--- src/rtl/trc_pkg.sv ---
package trc_pkg;

   // Encoding of the run state flag; the stopped value is the reset value.
   typedef enum logic {
      RS_RUN  = 1'b0,
      RS_STOP = 1'b1
   } run_state_e;

   // Bundle of the raw (unregistered) divider ticks.
   typedef struct packed {
      logic half;
      logic quarter;
   } tick_t;

   // Index of each memory bank in the bank-enable vectors.
   localparam int BANK_ODD  = 0;
   localparam int BANK_EVEN = 1;
   localparam int N_BANKS   = 2;

   // Resolves the burst gate to "active" for either polarity.
   function automatic logic gate_active(input logic gate, input bit active_high);
      return active_high ? gate : ~gate;
   endfunction

endpackage

--- src/rtl/trc_run_state.sv ---
module trc_run_state
   import trc_pkg::*;
#(
   parameter bit GATE_ACTIVE_HIGH = 1'b1
) (
   input  logic       clk,
   input  logic       rst,
   input  logic       trig_sync_i,
   input  logic       stop_req_i,
   input  logic       burst_mode_i,
   input  logic       gate_i,
   output run_state_e state_o,
   output logic       run_o
);

   run_state_e state_q;
   run_state_e state_d;
   logic       gate_on;
   logic       stop_take;

   // A stop request counts unless a burst gate is holding the run open.
   assign gate_on   = gate_active(gate_i, GATE_ACTIVE_HIGH);
   assign stop_take = stop_req_i & ~(burst_mode_i & gate_on);

   always_comb begin
      state_d = state_q;
      if (trig_sync_i) begin
         state_d = RS_RUN;
      end else if (state_q == RS_RUN && stop_take) begin
         state_d = RS_STOP;
      end
   end

   always_ff @(posedge clk) begin
      if (rst) begin
         state_q <= RS_STOP;
      end else begin
         state_q <= state_d;
      end
   end

   assign state_o = state_q;
   // The dividers advance only when running and no trigger is held.
   assign run_o   = (state_q == RS_RUN) & ~trig_sync_i;

endmodule

--- src/rtl/trc_divider.sv ---
module trc_divider #(
   parameter int RATIO = 2
) (
   input  logic clk,
   input  logic rst,
   input  logic run_i,
   input  logic adv_i,
   output logic tick_o
);

   localparam int CW    = (RATIO > 1) ? $clog2(RATIO) : 1;
   localparam bit POW2  = (RATIO > 1) && ((RATIO & (RATIO - 1)) == 0);
   localparam logic [CW-1:0] LAST = CW'(RATIO - 1);

   initial begin
      assert (RATIO >= 2)
         else $error("trc_divider: RATIO must be at least 2");
   end

   logic [CW-1:0] cnt_q;
   logic          at_last;

   assign at_last = (cnt_q == LAST);
   assign tick_o  = run_i & adv_i & at_last;

   generate
      if (POW2) begin : g_pow2
         // Power-of-two ratio: the counter wraps on its own.
         always_ff @(posedge clk) begin
            if (rst || !run_i) begin
               cnt_q <= '0;
            end else if (adv_i) begin
               cnt_q <= cnt_q + 1'b1;
            end
         end
      end else begin : g_mod
         // Other ratios: explicit wrap at the last count.
         always_ff @(posedge clk) begin
            if (rst || !run_i) begin
               cnt_q <= '0;
            end else if (adv_i) begin
               cnt_q <= at_last ? '0 : cnt_q + 1'b1;
            end
         end
      end
   endgenerate

endmodule

--- src/rtl/trc_delay.sv ---
module trc_delay #(
   parameter int STAGES = 1
) (
   input  logic clk,
   input  logic rst,
   input  logic d_i,
   output logic q_o
);

   initial begin
      assert (STAGES >= 0 && STAGES <= 16)
         else $error("trc_delay: STAGES must be within 0..16");
   end

   generate
      if (STAGES == 0) begin : g_pass
         assign q_o = d_i;
      end else begin : g_pipe
         logic [STAGES-1:0] pipe_q;
         for (genvar s = 0; s < STAGES; s++) begin : g_stage
            always_ff @(posedge clk) begin
               if (rst) begin
                  pipe_q[s] <= 1'b0;
               end else if (s == 0) begin
                  pipe_q[s] <= d_i;
               end else begin
                  pipe_q[s] <= pipe_q[(s == 0) ? 0 : s - 1];
               end
            end
         end
         assign q_o = pipe_q[STAGES-1];
      end
   endgenerate

endmodule

--- src/rtl/trc_bank_gate.sv ---
module trc_bank_gate #(
   parameter int NB = 2
) (
   input  logic          clk,
   input  logic          rst,
   input  logic          half_tick_i,
   input  logic [NB-1:0] allow_i,
   output logic [NB-1:0] bank_en_o
);

   initial begin
      assert (NB >= 1)
         else $error("trc_bank_gate: NB must be at least 1");
   end

   // Each bank enable is registered, so allow_i is sampled on the same
   // master edge that registers the half-rate tick.
   for (genvar b = 0; b < NB; b++) begin : g_bank
      always_ff @(posedge clk) begin
         if (rst) begin
            bank_en_o[b] <= 1'b0;
         end else begin
            bank_en_o[b] <= half_tick_i & allow_i[b];
         end
      end
   end

endmodule

--- src/rtl/trc_runstop.sv ---
module trc_runstop
   import trc_pkg::*;
#(
   parameter int HALF_DIV         = 2,
   parameter int QTR_DIV          = 2,
   parameter int QTR_SKEW         = 1,
   parameter bit GATE_ACTIVE_HIGH = 1'b1
) (
   input  logic clk,
   input  logic rst,
   input  logic trig_sync_i,
   input  logic stop_req_i,
   input  logic burst_mode_i,
   input  logic gate_i,
   input  logic odd_en_i,
   input  logic even_en_i,
   output logic half_en_o,
   output logic quarter_en_o,
   output logic odd_en_o,
   output logic even_en_o,
   output logic stopped_o
);

   initial begin
      assert (HALF_DIV >= 2)
         else $error("trc_runstop: HALF_DIV must be at least 2");
      assert (QTR_DIV >= 2)
         else $error("trc_runstop: QTR_DIV must be at least 2");
      assert (QTR_SKEW >= 0 && QTR_SKEW <= 16)
         else $error("trc_runstop: QTR_SKEW must be within 0..16");
   end

   run_state_e         state;
   logic               run;
   tick_t              tick;
   logic               half_q;
   logic               qtr_base_q;
   logic [N_BANKS-1:0] bank_allow;
   logic [N_BANKS-1:0] bank_en;

   trc_run_state #(
      .GATE_ACTIVE_HIGH (GATE_ACTIVE_HIGH)
   ) u_state (
      .clk          (clk),
      .rst          (rst),
      .trig_sync_i  (trig_sync_i),
      .stop_req_i   (stop_req_i),
      .burst_mode_i (burst_mode_i),
      .gate_i       (gate_i),
      .state_o      (state),
      .run_o        (run)
   );

   // First stage: master clock to half rate.
   trc_divider #(
      .RATIO (HALF_DIV)
   ) u_div_half (
      .clk    (clk),
      .rst    (rst),
      .run_i  (run),
      .adv_i  (1'b1),
      .tick_o (tick.half)
   );

   // Second stage: half rate to quarter rate, advancing on half ticks.
   trc_divider #(
      .RATIO (QTR_DIV)
   ) u_div_qtr (
      .clk    (clk),
      .rst    (rst),
      .run_i  (run),
      .adv_i  (tick.half),
      .tick_o (tick.quarter)
   );

   always_ff @(posedge clk) begin
      if (rst) begin
         half_q     <= 1'b0;
         qtr_base_q <= 1'b0;
      end else begin
         half_q     <= tick.half;
         qtr_base_q <= tick.quarter;
      end
   end

   // Fixed skew on the quarter-rate path, in whole master cycles.
   trc_delay #(
      .STAGES (QTR_SKEW)
   ) u_qtr_skew (
      .clk (clk),
      .rst (rst),
      .d_i (qtr_base_q),
      .q_o (quarter_en_o)
   );

   assign bank_allow[BANK_ODD]  = odd_en_i;
   assign bank_allow[BANK_EVEN] = even_en_i;

   trc_bank_gate #(
      .NB (N_BANKS)
   ) u_banks (
      .clk         (clk),
      .rst         (rst),
      .half_tick_i (tick.half),
      .allow_i     (bank_allow),
      .bank_en_o   (bank_en)
   );

   assign half_en_o = half_q;
   assign odd_en_o  = bank_en[BANK_ODD];
   assign even_en_o = bank_en[BANK_EVEN];
   assign stopped_o = (state == RS_STOP);

endmodule

--- config.mk ---
export PLATFORM = sky130hd
export DESIGN_NAME = trc_runstop
export DESIGN_NICKNAME = d
export VERILOG_FILES = /design/src/rtl/trc_pkg.sv /design/src/rtl/trc_run_state.sv /design/src/rtl/trc_divider.sv /design/src/rtl/trc_delay.sv /design/src/rtl/trc_bank_gate.sv /design/src/rtl/trc_runstop.sv
export SDC_FILE = /design/constraint.sdc
export NUM_CORES = 1
export LEC_CHECK = 0
export ABC_AREA = 1
export BUFFER_PORTS_ARGS = -buffer_cell sky130_fd_sc_hd__buf_2
export CAP_MARGIN = 10
export CORE_AREA = 2 2 39 41
export DETAILED_ROUTE_END_ITERATION = 10
export DIE_AREA = 0 0 41 43
export PLACE_DENSITY_LB_ADDON = 0.1
export SLEW_MARGIN = 20
export SYNTH_ARGS = -nofsm -noshare
export SYNTH_HDL_FRONTEND = slang
export SYNTH_SLANG_ARGS = --single-unit
--- constraint.sdc ---
create_clock -name clk -period 1.4 [get_ports clk]
set_clock_uncertainty 0.1 [all_clocks]
set_input_delay 0.28 -clock clk [delete_from_list [all_inputs] [get_ports clk]]
set_output_delay 0.28 -clock clk [all_outputs]
set_load 0.005 [all_outputs]
==> results of run 1 <==
==> where the power goes <==
group	internal, µW	switching, µW
clock	97.8	74.5
sequential	232	2.75
combinational	12.9	11.8
==> cell usage in the layout (no fill, tap or decap), drive strengths merged <==
cell type  count
nand2          5
dfxtp          8
a21oi          2
buf           12
inv            7
nand3          1
clkbuf         3
nor2           7
==> final cells by class <==
cell class	count	area, µm²
fill	164	1020
sequential	8	160
multi-input combinational	15	71.3
timing repair buffer	12	60.1
inverter	7	26.3
clock buffer	3	22.5
tap	16	20.0
==> through the flow <==
stage | cells | area [µm²] | worst slack (ns)
5_1_grt | 61 | 360 | 0.252
2_1_floorplan | 30 | 258 | 0.610
4_1_cts | 61 | 360 | 0.305
3_3_place_gp | 58 | 338 | 0.497
3_5_place_dp | 58 | 338 | 0.466
6_report | 61 | 360 | 0.324
==> kinds of logic (layout without fill, tap and decap cells) <==
family | Yosys count | count (layout) | share of synthesized area [%]
compound gates | 2 | 2 | 5.34
simple gates | 13 | 13 | 22.3
buf+inv | 7 | 22 | 10.2
flops | 8 | 8 | 62.1
==> sequential cells by signal (all words and copies together), names as in the netlist <==
register / cells
u_div_qtr.at_last: 1
qtr_base_q: 1
u_div_half.at_last: 1
half_en_o: 1
u_banks.bank_en_o: 2
u_state.state_o: 1
u_qtr_skew.q_o: 1
==> how the worst max path moves through the flow <==
stage                         start                    to  slack (ns)  cells after the start
CTS                 u_state.state_o             stopped_o        0.31                      1
detailed placement              rst  u_banks.bank_en_o[1]        0.47                      4
global placement                rst     u_div_qtr.at_last        0.50                      4
floorplan           u_state.state_o     u_div_qtr.at_last        0.61                      3
global route        u_state.state_o             stopped_o        0.25                      1
finish              u_state.state_o             stopped_o        0.32                      1
==> layer usage <==
layer  global-route usage (%)  up-vias  part of all wire [%]
li1                         -      116                     -
met1                     6.80       86                    35
met2                     11.9       10                    50
met3                     7.85        0                    14
met4                     2.00        0                     0
met5                        0        -                     0
==> metrics.md, run 1 <==
| Metric | Value |
|---|---|
| Final hold violation count | 0 |
| Commonest cells in the netlist | dfxtp_1, inv_1, nor2_1 |
| Critical path's top delay family | flip-flops |
| Cells on worst reg2reg path | 3 |
| TritonRoute pass-1 iters | 2 |
| Via count | 212 |
| Tcrit/Tclk final | between 70% and 80% |
| Library cells used by synthesis | 8 |
| Largest net degree at the start of global routing | 5 |
| Number of global-route vias before repair | 217 |
| Synth Area per Inst | 8.59 µm² |
| Mapped Area | around 260 µm² |
| Ant diodes | 0 |
| Synth area leader | dfxtp_1 |
| Die height | 43 µm |
| Worst slew margin | approximately nine tenths |
| Leak | approximately 0.00018 µW |
| Worst R2R Start | u_state.state_o |
| Slew at the pin with the worst max-slew slack | about 0.14 ns |
| Reg2Reg Setup Slack | between 0.5 and 0.6 ns |
| Crit path buf inv count | 1 |
| CP Capture Type | output pin |
| Unrepaired setup endpoints after global routing | false |
| Max-slew violations | 0 |
| Post-Syn Nets | 38 |
| I/O Pins | 13 |
| CTS Hold Bufs | 0 |
| Ys async rst share | 0% |
| TritonCTS clock tree | built |
| Hold Path Origin | rst |
| Placer congestion estimate | approximately 0.68 |
| Clk sink count | 8 |
| Initial antenna violation count | 0 |
| Post-synthesis register bit count | 8 |
| Clock buffer depth | 2 |
| Setup TNS | 0 ns |
| Power, Total | ~430 µW |
| Achievable frequency | approximately 930 MHz |
| IO Port Bufs | 12 |
| P per Cell Area | ~1200 mW/mm² |
| Initial DRC count | 2 |
| Detailed-placement wirelength estimate | 417 µm |
| Crit-path max cell delay | roughly 0.33 ns |
| YS warnings | 0 |
| # H-tree levels | 1 |
| Startpoint types | flop |
| Worst skew pair latency | between 0.2 and 0.3 ns |
| Required @ worst endpoint | 1.02 ns |
| Wirelength per Cell | about 8 µm |
| Seq/Total Area, Yosys | 62.1% |
| Finished Core Util | between 20% and 30% |
| Via-per-instance ratio | about 3.5 |
| Chip Width | roughly 40 µm |
| Post-layout net count | between 50 and 60 |
| ANT nets after route | 0 |
| Final setup vio count | 0 |
| Post-CTS resize count | 0 |
| Core Area | roughly 0.0014 mm² |
| Synth-to-Final Area Change | 39.8% |
| Worst EP arrival | about 0.70 ns |
| Max cap viols | 0 |
| Share of Yosys cell area claimed by the top area cell type | 62.1% |
| GRT Total Usage | around 7.7% |
| Gr ovfl total | 0 |
| TritonCTS Buffers | 3 |
| DIE AREA | 0.00176 mm² |
| Post-CTS Setup Bufs | 0 |
| Drt total wl | 490 µm |
| First-pass GRT wire length | 814 µm |
| VDD IR max | about 0.00046 V |
| Final Hold Slack | ~0.14 ns |
| Crit-path max FO | 2 |
| Post-synth EDFFs | 0 |
| Outcome | completed |
| Remaining DRCs | 0 |
| Mapped Cells | 30 |
| Hold EP | u_qtr_skew.q_o |
| Rows | 14 |
| Worst hold path type | input pin to flop |
| Share of cells above drive strength 1 | ~40% |
| Initial Util | a little under a fifth |
| CP Cell Sequence | buf_2 |
| Clock Pin Slew Worst Setup and Hold Paths | 0.05 ns |
| Worst R2R End | u_banks.bank_en_o[1] |
| Root buf cell | clkbuf_4 |
| Top_reg_cell synth | dfxtp_1 |
| Hold path cells | 2 |
| Period minus WS final | approximately 1.1 ns |
| Slowest-stage cell, CP | dfxtp_1 |
| Crit Path Category | flop to output pin |
| Synth area leaders | dfxtp_1, inv_1, nor2_1 |
| Cell with the most instances after synthesis | dfxtp_1 |
Power figures use the tool's default switching activity.
==> run 2: changes to the inputs <==
clock period = 0.9 ns   (was 1.4 ns; I/O delays follow)
==> metrics.md, run 2 (synthesis results as in run 1) <==
| Metric | Value |
|---|---|
| Largest register FFs | 2 (unchanged) |
| GRT Total Usage | 7.57% (-0.18 points) |
| Synth-to-Final Area Change | 40.8% |
| Worst hold path type | input pin to flop |
| Top reg by flops | u_banks.bank_en_o |
| Initial Util | 18.6% (unchanged) |
| Largest net degree at the start of global routing | 5 (unchanged) |
| I/O Pins | 13 (unchanged) |
| Tcrit/Tclk final | 107% |
| Chip Width | 41 µm (unchanged) |
| Worst setup margin | -0.0626 ns (-0.386 ns) |
| IO Port Bufs | 12 (unchanged) |
| Detailed-placement wirelength estimate | 412 µm (-1.1%) |
| Number of global-route vias before repair | 230 (+6.0%) |
| Fin area | 363 µm² (+0.69%) |
| Core Area | 0.00138 mm² (unchanged) |
| Failing checks | negative setup slack |
| P per Cell Area | 1840 mW/mm² (+54%) |
| Final setup vio count | 5 (+5) |
| ANT nets after route | 0 (unchanged) |
| First-pass GRT wire length | 814 µm (unchanged) |
| Final hold violation count | 0 (unchanged) |
| Worst EP arrival | 0.68 ns (-0.02 ns) |
| # H-tree levels | 1 (unchanged) |
| Most frequent cells in the layout | buf_2, inv_1, nor2_1, dfxtp_1, nand2_1 |
| Post-layout net count | 55 (unchanged) |
| Initial antenna violation count | 0 (unchanged) |
| Required @ worst endpoint | 0.62 ns (-0.40 ns) |
| Crit-path max FO | 2 (unchanged) |
| Clock Pin Slew Worst Setup and Hold Paths | 0.05 ns (about the same) |
| Period minus WS final | between 0.9 and 1 ns |
| VDD IR max | 0.000765 V (+65%) |
| Clock buffer depth | 2 (unchanged) |
| TritonCTS clock tree | built |
| Share of cells above drive strength 1 | 44.4% (+4.4 points) |
| Rows | 14 (unchanged) |
| Clk sink count | 8 (unchanged) |
| Remaining DRCs | 0 (unchanged) |
| Startpoint types | flop |
| Setup TNS | -0.206 ns (-0.206 ns) |
| Crit-path max cell delay | 0.32 ns (about the same) |
| Gr ovfl total | 0 (unchanged) |
| Wirelength per Cell | 8.00 µm (-0.41%) |
| Via-per-instance ratio | 3.59 (+3.3%) |
| Placer congestion estimate | 0.677 (unchanged) |
| Ant diodes | 0 (unchanged) |
| Final Hold Slack | 0.0459 ns (-0.0943 ns) |
| Max cap viols | 0 (unchanged) |
| Unrepaired setup endpoints after global routing | true |
| Most common cell after layout, fill and taps aside | buf_2 |
| Finished Core Util | 26.2% (+0.18 points) |
| Slew at the pin with the worst max-slew slack | 0.140 ns (+0.00272 ns) |
| Die height | 43 µm (unchanged) |
| Initial DRC count | 0 (-2) |
| TritonRoute pass-1 iters | 1 (-1) |
| Worst skew pair latency | 0.25 ns (about the same) |
| TritonCTS Buffers | 3 (unchanged) |
| Power, Total | 668 µW (+55%) |
| Slowest-stage cell, CP | dfxtp_2 |
| CP Cell Sequence | buf_2 |
| Critical path's top delay family | flip-flops |
| CP Capture Type | output pin |
| Leak | 0.000184 µW (+0.19%) |
| Via count | 219 (+3.3%) |
| Drt total wl | 488 µm (-0.41%) |
| DIE AREA | 0.00176 mm² (unchanged) |
| Crit Path Category | flop to output pin |
| Achievable frequency | 1040 MHz |
| Outcome | finished, violations left |
| DP Area | 338 µm² (unchanged) |
| Max-slew violations | 0 (unchanged) |
| Crit path buf inv count | 1 (unchanged) |
| Root buf cell | clkbuf_4 |
| Worst slew margin | 90.7% (-0.18 points) |
| CTS Hold Bufs | 0 (unchanged) |
==> run 2: cell counts in the layout (fill, tap and decap cells not counted) <==
Identical to the previous run, type by type.
==> run 2: timing repair <==
item | CTS | global route
endpoints found under the setup margin | 5 | 8
hold endpoints to repair | 0 | 0
resized for setup | 1 | 1
buffers inserted | 0 | 0
==> run 2: power breakdown <==
group | internal [µW] | leakage [µW] | switching [µW]
combinational | 20.1 | 0.000105 | 19.0
clock | 152 | 0.0000138 | 110
sequential | 362 | 0.0000652 | 4.25
==> run 2: area by class of cell <==
| cell class | instances | area, µm² |
|---|---|---|
| well taps | 16 | 20.0 |
| repair buffers | 12 | 60.1 |
| flip-flops and latches | 8 | 163 |
| inverters | 7 | 26.3 |
| fillers | 149 | 1020 |
| multi-input cells | 15 | 71.3 |
| clock buffers | 3 | 22.5 |
==> run 2: routing by layer <==
layer  wire length (µm)  vias up  track usage (%)  share of wire (%)
met5                  0        -                0                  0
met4                  0        0             4.00                  0
met3                 61        0             6.28                 13
met2                255        9             12.2                 52
met1                171       93             5.88                 35
li1                   -      117                -                  -
==> run 2: path summary, 6_finish.rpt <==
check	startpoint	to	slack, ns	cells after the start
worst min register to register	qtr_base_q	u_qtr_skew.q_o	0.32	2
worst max register to register	u_state.state_o	u_banks.bank_en_o[1]	0.05	3
worst max-delay path	u_state.state_o	stopped_o	-0.06	1
worst min-delay path	rst	u_qtr_skew.q_o	0.05	2
==> run 2: stage by stage <==
step,setup slack (ns),cells
6_report,-0.0626,61
5_1_grt,-0.105,61
4_1_cts,-0.0764,61
3_5_place_dp,0.0521,58
3_3_place_gp,0.0914,58
2_1_floorplan,0.110,30
==> run 3: changes to the inputs <==
ABC_AREA = default   (was 1)
GPL_TIMING_DRIVEN = 0   (was default)
==> metrics.md, run 3 <==
| Metric | Value |
|---|---|
| Outcome | finished, violations left |
| Failing checks | negative setup slack |
| TritonRoute pass-1 iters | 1 (unchanged) |
| Most common cell after layout, fill and taps aside | buf_2 |
| Net Sw Frac | 19.2% (-0.81 points) |
| Wirelength per Cell | 7.45 µm (-6.8%) |
| DIE AREA | 0.00176 mm² (unchanged) |
| Mapped Area | 246 µm² (-4.4%) |
| Placement Setup Slack | -0.0427 ns (-0.0948 ns) |
| GRT Total Usage | 6.16% (-1.4 points) |
| P per Cell Area | 1860 mW/mm² (+0.83%) |
| Clock Pin Slew Worst Setup and Hold Paths | 0.05 ns (about the same) |
| Tcrit/Tclk final | 108% (+0.72 points) |
| Leak | 0.000185 µW (+0.69%) |
| ANT nets after route | 0 (unchanged) |
| Worst setup margin | -0.0691 ns (-0.00645 ns) |
| Via count | 194 (-11%) |
| VDD IR max | 0.000483 V (-37%) |
| Worst hold path type | input pin to flop |
| Ant diodes | 0 (unchanged) |
| Final hold violation count | 0 (unchanged) |
| Largest net degree at the start of global routing | 7 (+2) |
| Clock share of power | 39.1% (-0.2 points) |
| Initial Util | 17.8% (-0.81 points) |
| Share of Yosys cell area claimed by the top area cell type | 65.0% (+2.8 points) |
| Synth Area per Inst | 11.7 µm² (+37%) |
| Core Area | 0.00138 mm² (unchanged) |
| I/O Pins | 13 (unchanged) |
| Clock buffer depth | 2 (unchanged) |
| Post-route insts no fill | 53 (-13%) |
| Placer congestion estimate | 0.642 (-5.3%) |
| Number of global-route vias before repair | 174 (-24%) |
| Period minus WS final | 0.969 ns (+0.00645 ns) |
| Setup TNS | -0.275 ns (-0.0688 ns) |
| Library cells used by synthesis | 10 (+2) |
| Seq/Total Area, Yosys | 65.0% (+2.8 points) |
| Initial antenna violation count | 0 (unchanged) |
| Top reg by flops | u_banks.bank_en_o |
| Crit Path Category | flop to output pin |
| Synth area leaders | dfxtp_1, and3_1, and2_1 |
| Dpl cells | 49 (-16%) |
| Final setup vio count | 10 (+5) |
| Share of power burned in registers | 55.1% (+0.2 points) |
| Remaining DRCs | 0 (unchanged) |
| Synth-to-Final Area Change | 45.2% |
| Drt total wl | 395 µm (-19%) |
| Gr ovfl total | 0 (unchanged) |
| Chip Width | 41 µm (unchanged) |
| Max-slew violations | 0 (unchanged) |
| TritonCTS Buffers | 3 (unchanged) |
| Required @ worst endpoint | 0.62 ns (about the same) |
| Fill cell count | 163 (+9.4%) |
| Clk sink count | 8 (unchanged) |
| Crit-path max FO | 3 (+1) |
| Crit-path max cell delay | 0.34 ns (+0.02 ns) |
| Root buf cell | clkbuf_4 |
| Commonest cells in the netlist | dfxtp_1, and3_1, and2_1, nor2b_1 |
| Post-synthesis register bit count | 8 (unchanged) |
| Post-layout net count | 47 (-15%) |
| Synth area leader | dfxtp_1 |
| YS warnings | 0 (unchanged) |
| Cell with the most instances after synthesis | dfxtp_1 |
| Ys async rst share | 0% (unchanged) |
| Post-Syn Nets | 29 (-24%) |
| Largest register FFs | 2 (unchanged) |
| Share of cells above drive strength 1 | 48.6% (+4.2 points) |
| Via-per-instance ratio | 3.66 (+2.0%) |
| Final Hold Slack | 0.0491 ns (+0.00321 ns) |
| Post-synth EDFFs | 0 (unchanged) |
| Rows | 14 (unchanged) |
| Most frequent cells in the layout | buf_2, dfxtp_1, and3_1, clkbuf_4 |
| CTS Hold Bufs | 0 (unchanged) |
| Comb power frac | 5.9% (about the same) |
| Unrepaired setup endpoints after global routing | true |
| CP Capture Type | output pin |
| Internal | 536 µW (+0.44%) |
| Worst skew pair latency | 0.24 ns (about the same) |
| TritonCTS clock tree | built |
| Initial DRC count | 0 (unchanged) |
| Achievable frequency | 1030 MHz (-0.67%) |
| Critical path's top delay family | flip-flops |
| Slew at the pin with the worst max-slew slack | 0.241 ns (+0.102 ns) |
| Die height | 43 µm (unchanged) |
| # H-tree levels | 1 (unchanged) |
| Mapped Cells | 21 (-30%) |
| First-pass GRT wire length | 655 µm (-20%) |
| Crit path buf inv count | 1 (unchanged) |
| CP Cell Sequence | buf_2 |
| Worst slew margin | 83.8% (-6.9 points) |
| Worst EP arrival | 0.69 ns (about the same) |
| Top_reg_cell synth | dfxtp_1 |
| IO Port Bufs | 12 (unchanged) |
| Slowest-stage cell, CP | dfxtp_2 |
| Max cap viols | 0 (unchanged) |
| P_sw | 128 µW (-4.6%) |
| Startpoint types | flop |
run 3: cell types whose count changed after synthesis, moves of 2 or more:
cell	before	now
nor2_1	6	0
inv_1	7	1
and2_1	0	2
nor2b_1	0	2
and3_1	0	3
nand2_1	5	1
run 3: cells by family after synthesis:
kind of cell	count (synthesis)	share of synthesized area, %
buffers and inverters	1	1.52
flip-flops	8	65.0
XOR/XNOR	1	3.55
AND/OR/NAND/NOR	10	25.9
AO/OA/AOI/OAI	1	4.06
run 3: path summary, 6_finish.rpt:
path,depth (start not counted),slack (ns),to,from
worst max-delay path,1,-0.07,stopped_o,u_state.state_o
worst min-delay path,2,0.05,u_qtr_skew.q_o,rst
worst max register to register,2,-0.06,u_state.state_o,u_state.state_o
worst min register to register,1,0.33,u_qtr_skew.q_o,qtr_base_q
run 3: power by group through the flow:
stage / Clock (µW) / Combinational, µW / Sequential [µW]
2_1_floorplan: 0 / 10.5 / 373
3_3_place_gp: 0 / 33.7 / 373
3_5_place_dp: 0 / 34.1 / 374
4_1_cts: 276 / 39.7 / 366
5_1_grt: 284 / 44.2 / 367
6_report: 259 / 38.9 / 366
run 3: layer usage:
metal  track usage, %  vias to the layer above  part of all wire, %
li1                 -                      105                    -
met1             6.86                       80                   42
met2             6.88                        7                   45
met3             4.71                        2                   11
met4             6.00                        0                  1.3
met5                0                        -                    0
run 3: timing repair:
action                                  in CTS  in global routing
pin swaps                                    0                  1
buffers inserted                             1                  0
resized for setup                            1                  0
endpoints found under the setup margin      10                 12
run 3: worst reg2reg max path: stages, from the launching register on:
cell	delay, ns
dfxtp_2	0.32
buf_4	0.13
a221o_1	0.29
run 3: cell type report:
cell class | instances | area (µm²) | area share [%]
Inverter | 1 | 3.75 | 1.05
Sequential cell | 8 | 161 | 45.1
Multi-Input combinational cell | 12 | 82.6 | 23.1
Timing Repair Buffer | 13 | 67.6 | 18.9
Tap cell | 16 | 20.0 | 5.59
Clock buffer | 3 | 22.5 | 6.29
run 3: per-stage QoR:
step           utilization, %  total power (µW)  instance area [µm²]
2_1_floorplan               -               384                  246
3_3_place_gp             23.6               407                  327
3_5_place_dp             23.6               408                  327
4_1_cts                  25.9               681                  358
5_1_grt                  25.9               695                  358
6_report                 25.9               664                  358
